**config.mk**
```make
export PLATFORM = sky130hd
export DESIGN_NAME = alt_interval_timer
export DESIGN_NICKNAME = d
export VERILOG_FILES = /design/src/rtl/tmr_pkg.sv /design/src/rtl/tmr_tick_gen.sv /design/src/rtl/tmr_count_core.sv /design/src/rtl/tmr_out_drive.sv /design/src/rtl/alt_interval_timer.sv
export SDC_FILE = /design/constraint.sdc
export NUM_CORES = 1
export LEC_CHECK = 0
export CAP_MARGIN = 10
export CORE_UTILIZATION = 40
export DETAILED_ROUTE_END_ITERATION = 8
export DONT_BUFFER_PORTS = 1
export GPL_TIMING_DRIVEN = 0
export PLACE_DENSITY_LB_ADDON = 0.1
export SLEW_MARGIN = 40
export SYNTH_ARGS = -nofsm -noshare
export SYNTH_HDL_FRONTEND = slang
export SYNTH_SLANG_ARGS = --single-unit
```
**constraint.sdc**
```tcl
create_clock -name clk -period 2.55 [get_ports clk]
set_input_delay 0.255 -clock clk [delete_from_list [all_inputs] [get_ports clk]]
set_output_delay 0.255 -clock clk [all_outputs]
set_load 0.03 [all_outputs]
```
**src/rtl/tmr_pkg.sv**
```systemverilog
package tmr_pkg;
  localparam int CW = 16;

  // register addresses
  localparam logic [1:0] A_CTRL = 2'd0;
  localparam logic [1:0] A_CNT  = 2'd1;
  localparam logic [1:0] A_LIMA = 2'd2;
  localparam logic [1:0] A_LIMB = 2'd3;

  // control word bit positions
  localparam int B_RUN  = 0;
  localparam int B_DUAL = 1;
  localparam int B_CONT = 2;
  localparam int B_EXT  = 3;
  localparam int B_ACT  = 4;
  localparam int B_FLAG = 5;

  // a stored limit of zero means the full 2^CW range
  function automatic logic [CW:0] span_of(input logic [CW-1:0] lim);
    span_of = (lim == '0) ? {1'b1, {CW{1'b0}}} : {1'b0, lim};
  endfunction

  // true when one more step reaches the limit
  function automatic logic at_limit(input logic [CW-1:0] cnt, input logic [CW-1:0] lim);
    at_limit = ({1'b0, cnt} + 1'b1) == span_of(lim);
  endfunction
endpackage

```
**src/rtl/tmr_tick_gen.sv**
```systemverilog
module tmr_tick_gen #(
  parameter int SLOT_DIV    = 4,
  parameter int SYNC_STAGES = 2
) (
  input  logic clk,
  input  logic rst_n,
  input  logic run_en,
  input  logic ext_sel,
  input  logic ext_in,
  output logic adv
);
  localparam int PW = (SLOT_DIV > 1) ? $clog2(SLOT_DIV) : 1;
  localparam logic [PW-1:0] LAST = PW'(SLOT_DIV - 1);

  logic [PW-1:0]          phase_q;
  logic [SYNC_STAGES-1:0] sync_q;
  logic                   prev_q;
  logic                   pend_q;
  logic                   slot;
  logic                   rise;

  assign slot = (phase_q == LAST);
  assign rise = sync_q[SYNC_STAGES-1] & ~prev_q;

  always_ff @(posedge clk or negedge rst_n) begin
    if (!rst_n) phase_q <= '0;
    else if (slot) phase_q <= '0;
    else phase_q <= phase_q + 1'b1;
  end

  always_ff @(posedge clk or negedge rst_n) begin
    if (!rst_n) begin
      sync_q <= '0;
      prev_q <= 1'b0;
    end else begin
      sync_q <= {sync_q[SYNC_STAGES-2:0], ext_in};
      prev_q <= sync_q[SYNC_STAGES-1];
    end
  end

  // hold an edge seen between slots until the next slot
  always_ff @(posedge clk or negedge rst_n) begin
    if (!rst_n) pend_q <= 1'b0;
    else if (!ext_sel || slot) pend_q <= 1'b0;
    else if (rise) pend_q <= 1'b1;
  end

  assign adv = run_en & slot & (ext_sel ? (rise | pend_q) : 1'b1);
endmodule

```
**src/rtl/tmr_count_core.sv**
```systemverilog
module tmr_count_core
  import tmr_pkg::*;
(
  input  logic          clk,
  input  logic          rst_n,
  input  logic          adv,
  input  logic          dual,
  input  logic [CW-1:0] lim_a,
  input  logic [CW-1:0] lim_b,
  input  logic          cnt_wr,
  input  logic [CW-1:0] cnt_wdata,
  output logic [CW-1:0] count,
  output logic          sec_act,
  output logic [CW-1:0] act_lim,
  output logic          term
);
  assign act_lim = (dual && sec_act) ? lim_b : lim_a;
  assign term    = adv & at_limit(count, act_lim);

  always_ff @(posedge clk or negedge rst_n) begin
    if (!rst_n) count <= '0;
    else if (cnt_wr) count <= cnt_wdata;
    else if (term) count <= '0;
    else if (adv) count <= count + 1'b1;
  end

  always_ff @(posedge clk or negedge rst_n) begin
    if (!rst_n) sec_act <= 1'b0;
    else if (!dual) sec_act <= 1'b0;
    else if (term) sec_act <= ~sec_act;
  end
endmodule

```
**src/rtl/tmr_out_drive.sv**
```systemverilog
module tmr_out_drive (
  input  logic clk,
  input  logic rst_n,
  input  logic dual,
  input  logic sec_act,
  input  logic term,
  output logic pin
);
  logic pulse_q;

  always_ff @(posedge clk or negedge rst_n) begin
    if (!rst_n) pulse_q <= 1'b0;
    else pulse_q <= term & ~dual;
  end

  assign pin = dual ? ~sec_act : ~pulse_q;
endmodule

```
**src/rtl/alt_interval_timer.sv**
```systemverilog
module alt_interval_timer
  import tmr_pkg::*;
#(
  parameter int SLOT_DIV    = 4,
  parameter int SYNC_STAGES = 2
) (
  input  logic          clk,
  input  logic          rst_n,
  input  logic          wr_en,
  input  logic [1:0]    wr_addr,
  input  logic [CW-1:0] wr_data,
  input  logic          ext_clk_in,
  output logic          tmr_out,
  output logic [CW-1:0] count_q,
  output logic [CW-1:0] limit_a_q,
  output logic [CW-1:0] limit_b_q,
  output logic [CW-1:0] ctrl_q
);
  logic          run_en, dual_en, cont_en, ext_en, flag_q;
  logic          adv_tick, term_evt, sec_act;
  logic [CW-1:0] act_lim;
  logic          wr_ctrl, wr_cnt, wr_lima, wr_limb;

  assign wr_ctrl = wr_en && (wr_addr == A_CTRL);
  assign wr_cnt  = wr_en && (wr_addr == A_CNT);
  assign wr_lima = wr_en && (wr_addr == A_LIMA);
  assign wr_limb = wr_en && (wr_addr == A_LIMB);

  always_ff @(posedge clk or negedge rst_n) begin
    if (!rst_n) begin
      limit_a_q <= '0;
      limit_b_q <= '0;
    end else begin
      if (wr_lima) limit_a_q <= wr_data;
      if (wr_limb) limit_b_q <= wr_data;
    end
  end

  // control fields; a terminal count overrides a same-cycle write
  always_ff @(posedge clk or negedge rst_n) begin
    if (!rst_n) begin
      run_en  <= 1'b0;
      dual_en <= 1'b0;
      cont_en <= 1'b0;
      ext_en  <= 1'b0;
      flag_q  <= 1'b0;
    end else begin
      if (wr_ctrl) begin
        run_en  <= wr_data[B_RUN];
        dual_en <= wr_data[B_DUAL];
        cont_en <= wr_data[B_CONT];
        ext_en  <= wr_data[B_EXT];
        if (!wr_data[B_FLAG]) flag_q <= 1'b0;
      end
      if (term_evt) begin
        flag_q <= 1'b1;
        if (!cont_en) run_en <= 1'b0;
      end
    end
  end

  tmr_tick_gen #(
    .SLOT_DIV   (SLOT_DIV),
    .SYNC_STAGES(SYNC_STAGES)
  ) u_tick (
    .clk    (clk),
    .rst_n  (rst_n),
    .run_en (run_en),
    .ext_sel(ext_en),
    .ext_in (ext_clk_in),
    .adv    (adv_tick)
  );

  tmr_count_core u_core (
    .clk      (clk),
    .rst_n    (rst_n),
    .adv      (adv_tick),
    .dual     (dual_en),
    .lim_a    (limit_a_q),
    .lim_b    (limit_b_q),
    .cnt_wr   (wr_cnt),
    .cnt_wdata(wr_data),
    .count    (count_q),
    .sec_act  (sec_act),
    .act_lim  (act_lim),
    .term     (term_evt)
  );

  tmr_out_drive u_out (
    .clk    (clk),
    .rst_n  (rst_n),
    .dual   (dual_en),
    .sec_act(sec_act),
    .term   (term_evt),
    .pin    (tmr_out)
  );

  always_comb begin
    ctrl_q         = '0;
    ctrl_q[B_RUN]  = run_en;
    ctrl_q[B_DUAL] = dual_en;
    ctrl_q[B_CONT] = cont_en;
    ctrl_q[B_EXT]  = ext_en;
    ctrl_q[B_ACT]  = sec_act;
    ctrl_q[B_FLAG] = flag_q;
  end
endmodule

```
# Word level (Yosys, flattened, before mapping)
# Cells that the tools add are included.
# totals
elab_cells	65
regBits	61
out_inout_bits	65
in_bits	22
# classes
reduce_logical	13
n_eq_ne	7
addsub	3
bitwise	10
n_mux	18
# op_table
op	count
$mux W16	4
$add A16 B1 Y17 const B	1
$eq A17 B17 Y1	1
$mux W17	1
$add A16 B1 Y16 const B	1
$logic_not A16 Y1	1
$mux W1	12
$eq A2 B2 Y1 const B	3
$and A1 B1 Y1	5
$logic_and A1 B1 Y1	5
$ne A2 B1 Y1 const B	2
$not A1 Y1	4
$reduce_bool A2 Y1	2
$reduce_bool A3 Y1	1
$add A2 B1 Y2 const B	1
$eq A2 B1 Y1 const B	1
$logic_not A2 Y1	1
$mux W2	1
$reduce_and A2 Y1	1
$logic_not A1 Y1	1
$logic_or A1 B1 Y1	1
$or A1 B1 Y1	1

# Longest topological paths before layout
# depth
ltp_word	8
ltp_mapped	11
mapped_depth_nobuf	9

# Cells and area by module
# A second synthesis with hierarchy kept.
# unflattened
cells_unflattened	378
hier_area_um2	3952.5
# by_module_without_submodules
mod	cells_each	instances	area_per_inst_um2	seq_area_each_um2
tmr_count_core	259	1	2093.3	425.4
alt_interval_timer	102	1	1597.8	925.9
tmr_tick_gen	14	1	220.2	150.1
tmr_out_drive	3	1	41.3	25.0

# Worst setup path after synthesis
# Ideal clock, no wire load.
# synth_path
kind	register -> register
startpoint	reg u_core.count[0]
endpoint	reg u_core.sec_act
slack_ns	-0.356
arrival_time_ns	2.787
n_path_buf	1
period_less_slack_ns	2.906
setup_time_ns	0.119
path_stages_with_launch	11
path_cell_list	dfrtp_1 > ha_1 > and4_1 > and3_1 > nor3_1 > nor4b_1 > o2111ai_1 > or4b_1 > buf_4 > xnor2_1 > and2_1
# synth_via
elab_chain_len	4
# synth_rtl
element	line_no	source
start: declaration	tmr_count_core.sv:12	output logic [CW-1:0] count,
start signal: assignment	tmr_count_core.sv:22	else if (cnt_wr) count <= cnt_wdata;
start signal: assignment	tmr_count_core.sv:24	else if (adv) count <= count + 1'b1;
$add A16 B1 Y17	tmr_pkg.sv:25	at_limit = ({1'b0, cnt} + 1'b1) == span_of(lim);
$eq A17 B17 Y1	tmr_pkg.sv:25	
$and A1 B1 Y1	tmr_count_core.sv:18	assign term = adv & at_limit(count, act_lim);
$ne A2 B1 Y1 (no line)	--	
end signal: assignment	tmr_count_core.sv:30	else if (term) sec_act <= ~sec_act;
end: declaration	tmr_count_core.sv:13	output logic sec_act,
# No other way between the ends.
# A chain may end at the register's enable or synchronous reset.

# Worst setup path in the final report
# Ends and elaborated chain as after synthesis.

==> results.ini <==
[global_routing]
grt_pass1_wl_um = 17000
grt_max_degree = 62
grt_use_total_pct = 23.2
grt-ovfl-total = 0
antenna_found_initial = 0
grt_pass1_vias = 2975

[pwr]
powerDensity_nw_per_um2 = 823
p_leak_nw = 1.92
power_frac_seq_pct = 44.4
p_sw_w = 0.00146
internal-power_w = 0.00214
switching_share_pct = 40.6
ir_drop_mv = 0.350
comb_power_share_pct = 31.0
clkPwrFrac_pct = 24.6

[place]
dp_hpwl_um = 7710
gp_congestion = 0.946
place_area_um2 = 3970
pre_cts_ws_ns = -0.406
placedCellCount = 499
port_buffers = 0

[clock_network]
cts_tree = yes
clockBufferDepth = 2
cts-buffers-inserted = 9
clkSinkCount = 61
clk_latency_ns = 0.35
htree_levels = 3
clock_tree.root_cell = clkbuf_8
path_clk_slew_ns = 0.07

[synth]
yosysSeqAreaShare_pct = 41.0
synth_edf_count = 0
ys_warn_count = 0
syn_area_um2 = 3720
synth_ff_type = dfrtp_1
synthCells = 382
ys_ff_latch = 61
synth_largest_area_cell = dfrtp_1
synth_area_leaders = dfrtp_1 (41%), mux2_2 (11%), buf_4 (3.8%)
synth.most_common_cell = dfrtp_1
yosysTopAreaCellShare_pct = 41.0
async_flop_share_pct = 100
ys_types = 53
ys_top_cells_by_count = dfrtp_1 (61), mux2_2 (35), nor2_1 (29), nand2_1 (27), buf_4 (19)
avgSynthCellArea_um2 = 9.75

[outcome]
status = finished with violations
violations = design-rule violations, negative setup slack

[detailed_routing]
wl_per_cell_um = 20.0
drc = 2
ant_nets = 0
num_vias = 3025
drt_wl_total_um = 10600
drt_iter0_markers = 154
via_per_inst = 5.71
drt_pass1_iterations = 8

[finish]
layoutNonFillerInstCount = 530
nNetsFinal = 441
layout-drive-gt1-share_pct = 29.9
regArea_um2 = 1540
n_fill_cell = 849
fin_area_um2 = 4380
post-route-util_pct = 49.5
diodes = 0
multi_input_area_um2 = 2070
area_growth_pct = 17.6

[floorplanning]
core.rowCount = 34
initial_core_util_pct = 42.1
die_area_um2 = 9700
die_w_um = 98.5
core_um2 = 8850
die_y_um = 98.5
io_pins = 87

[sta]
finalClockSkew_ns = 0.00454
rsz0062_at_grt = true
setup_ws_ns = -0.338
slew_headroom_pct = 48.9
worstMarginPinSlew_ns = 0.745
setup_tns_ns = -5.18
finalSetupViolCount = 19
timing.final.crit_period_ns = 2.89
hold_viol_final = 0
post-route-period-util_pct = 113
drv_slew = 0
fmax_mhz = 346

[worst_setup_path]
critPathCaptureType = register
r2r_slack_ns = -0.34
path_class = reg -> reg
cp.required_ns = 2.79
cp_max_fo = 10
worstPathArrival_ns = 3.13
cp-start-kind = register

[hold_path]
min_path_type = in -> reg

[job]
maxCapViolCount = 0

routing by layer:
layer / global-route usage (%) / up-vias / part of all wire, % / wire [um]
met1: 31.9 / 1475 / 46 / 4850
met5: 0 / - / 0 / 0
met3: 7.38 / 15 / 8.2 / 863
met4: 7.23 / 0 / 1.5 / 155
met2: 34.9 / 95 / 45 / 4720
li1: - / 1440 / - / -
timing repair:
action	CTS	global route
setup buffers	7	5
hold endpoints to repair	62	0
hold buffers	3	0
gates resized for setup	9	8
endpoints found under the setup margin	19	20
pin swaps	5	5
sequential cells by signal, summed over array words and instances (netlist names):
signal and cells:
limit_a_q 16, limit_b_q 16, u_core.count 16, u_tick.phase_q 2
u_tick.sync_q 2, cont_en 1, dual_en 1, ext_en 1
flag_q 1, run_en 1, u_core.sec_act 1, u_out.pulse_q 1
u_tick.pend_q 1, u_tick.prev_q 1
cells by family after synthesis:
logic type,synth area share [%]
flops,41.0
buf+inv,6.75
compound gates,10.8
simple gates,22.5
xor+xnor,4.00
fa+ha+maj,0.672
mux,14.1
other cells,0.101
layout make-up:
type,count,area share [%]
Buffer,39,6.40
Clock buffer,12,3.31
Clock inverter,4,1.11
Inverter,5,0.429
Multi-Input combinational cell,286,47.3
Sequential cell,61,35.2
Tap cell,108,3.09
Timing Repair Buffer,15,3.14
power by group through the flow:
| stage | sequential (W) | combinational (W) | clock (W) |
|---|---|---|---|
| 2_1_floorplan | 0.00154 | 0.000803 | 0 |
| 3_3_place_gp | 0.00161 | 0.000938 | 0 |
| 5_1_grt | 0.00163 | 0.00122 | 0.000951 |
| 4_1_cts | 0.00160 | 0.00105 | 0.000907 |
| 3_5_place_dp | 0.00162 | 0.000948 | 0 |
| 6_report | 0.00160 | 0.00112 | 0.000888 |
cell usage in the layout (no fill, tap or decap), types with 11 or more instances in the layout:
cell type and count:
nor4_1 12, nand2_1 26, o21ai_1 13, mux2_2 35, nor3_1 15, xnor2_1 11
a31oi_1 15, dfrtp_1 48, dfrtp_2 13, buf_4 30, nor2_1 28
worst max-delay path: stages, from the launching register on:
cell      delay (ns)
dfrtp_2         0.58
nand3_4         0.15
buf_4           0.18
nor2_1          0.26
nand4_1         0.15
mux2_2          0.29
a211oi_1        0.24
or4b_4          0.50
buf_6           0.17
xnor2_1         0.12
and2_1          0.15
path summary, 6_finish.rpt:
kind,startpoint,endpoint,cells past startpoint
max in group asynchronous,rst_n,u_core.count[10],2
min in group asynchronous,rst_n,limit_a_q[1],2
hold / removal,wr_data[3],ext_en,2
setup / recovery,u_core.count[0],u_core.sec_act,10
setup reg to reg,u_core.count[0],u_core.sec_act,10
hold reg to reg,u_tick.sync_q[0],u_tick.sync_q[1],0
through the flow:
step           total power, W  hold slack, ns
6_report              0.00360          0.0281
5_1_grt               0.00380          0.0235
4_1_cts               0.00355          0.0139
3_5_place_dp          0.00256         -0.0384
3_3_place_gp          0.00255         -0.0385
2_1_floorplan         0.00235         -0.0406
(Power assumes the default switching activity.)
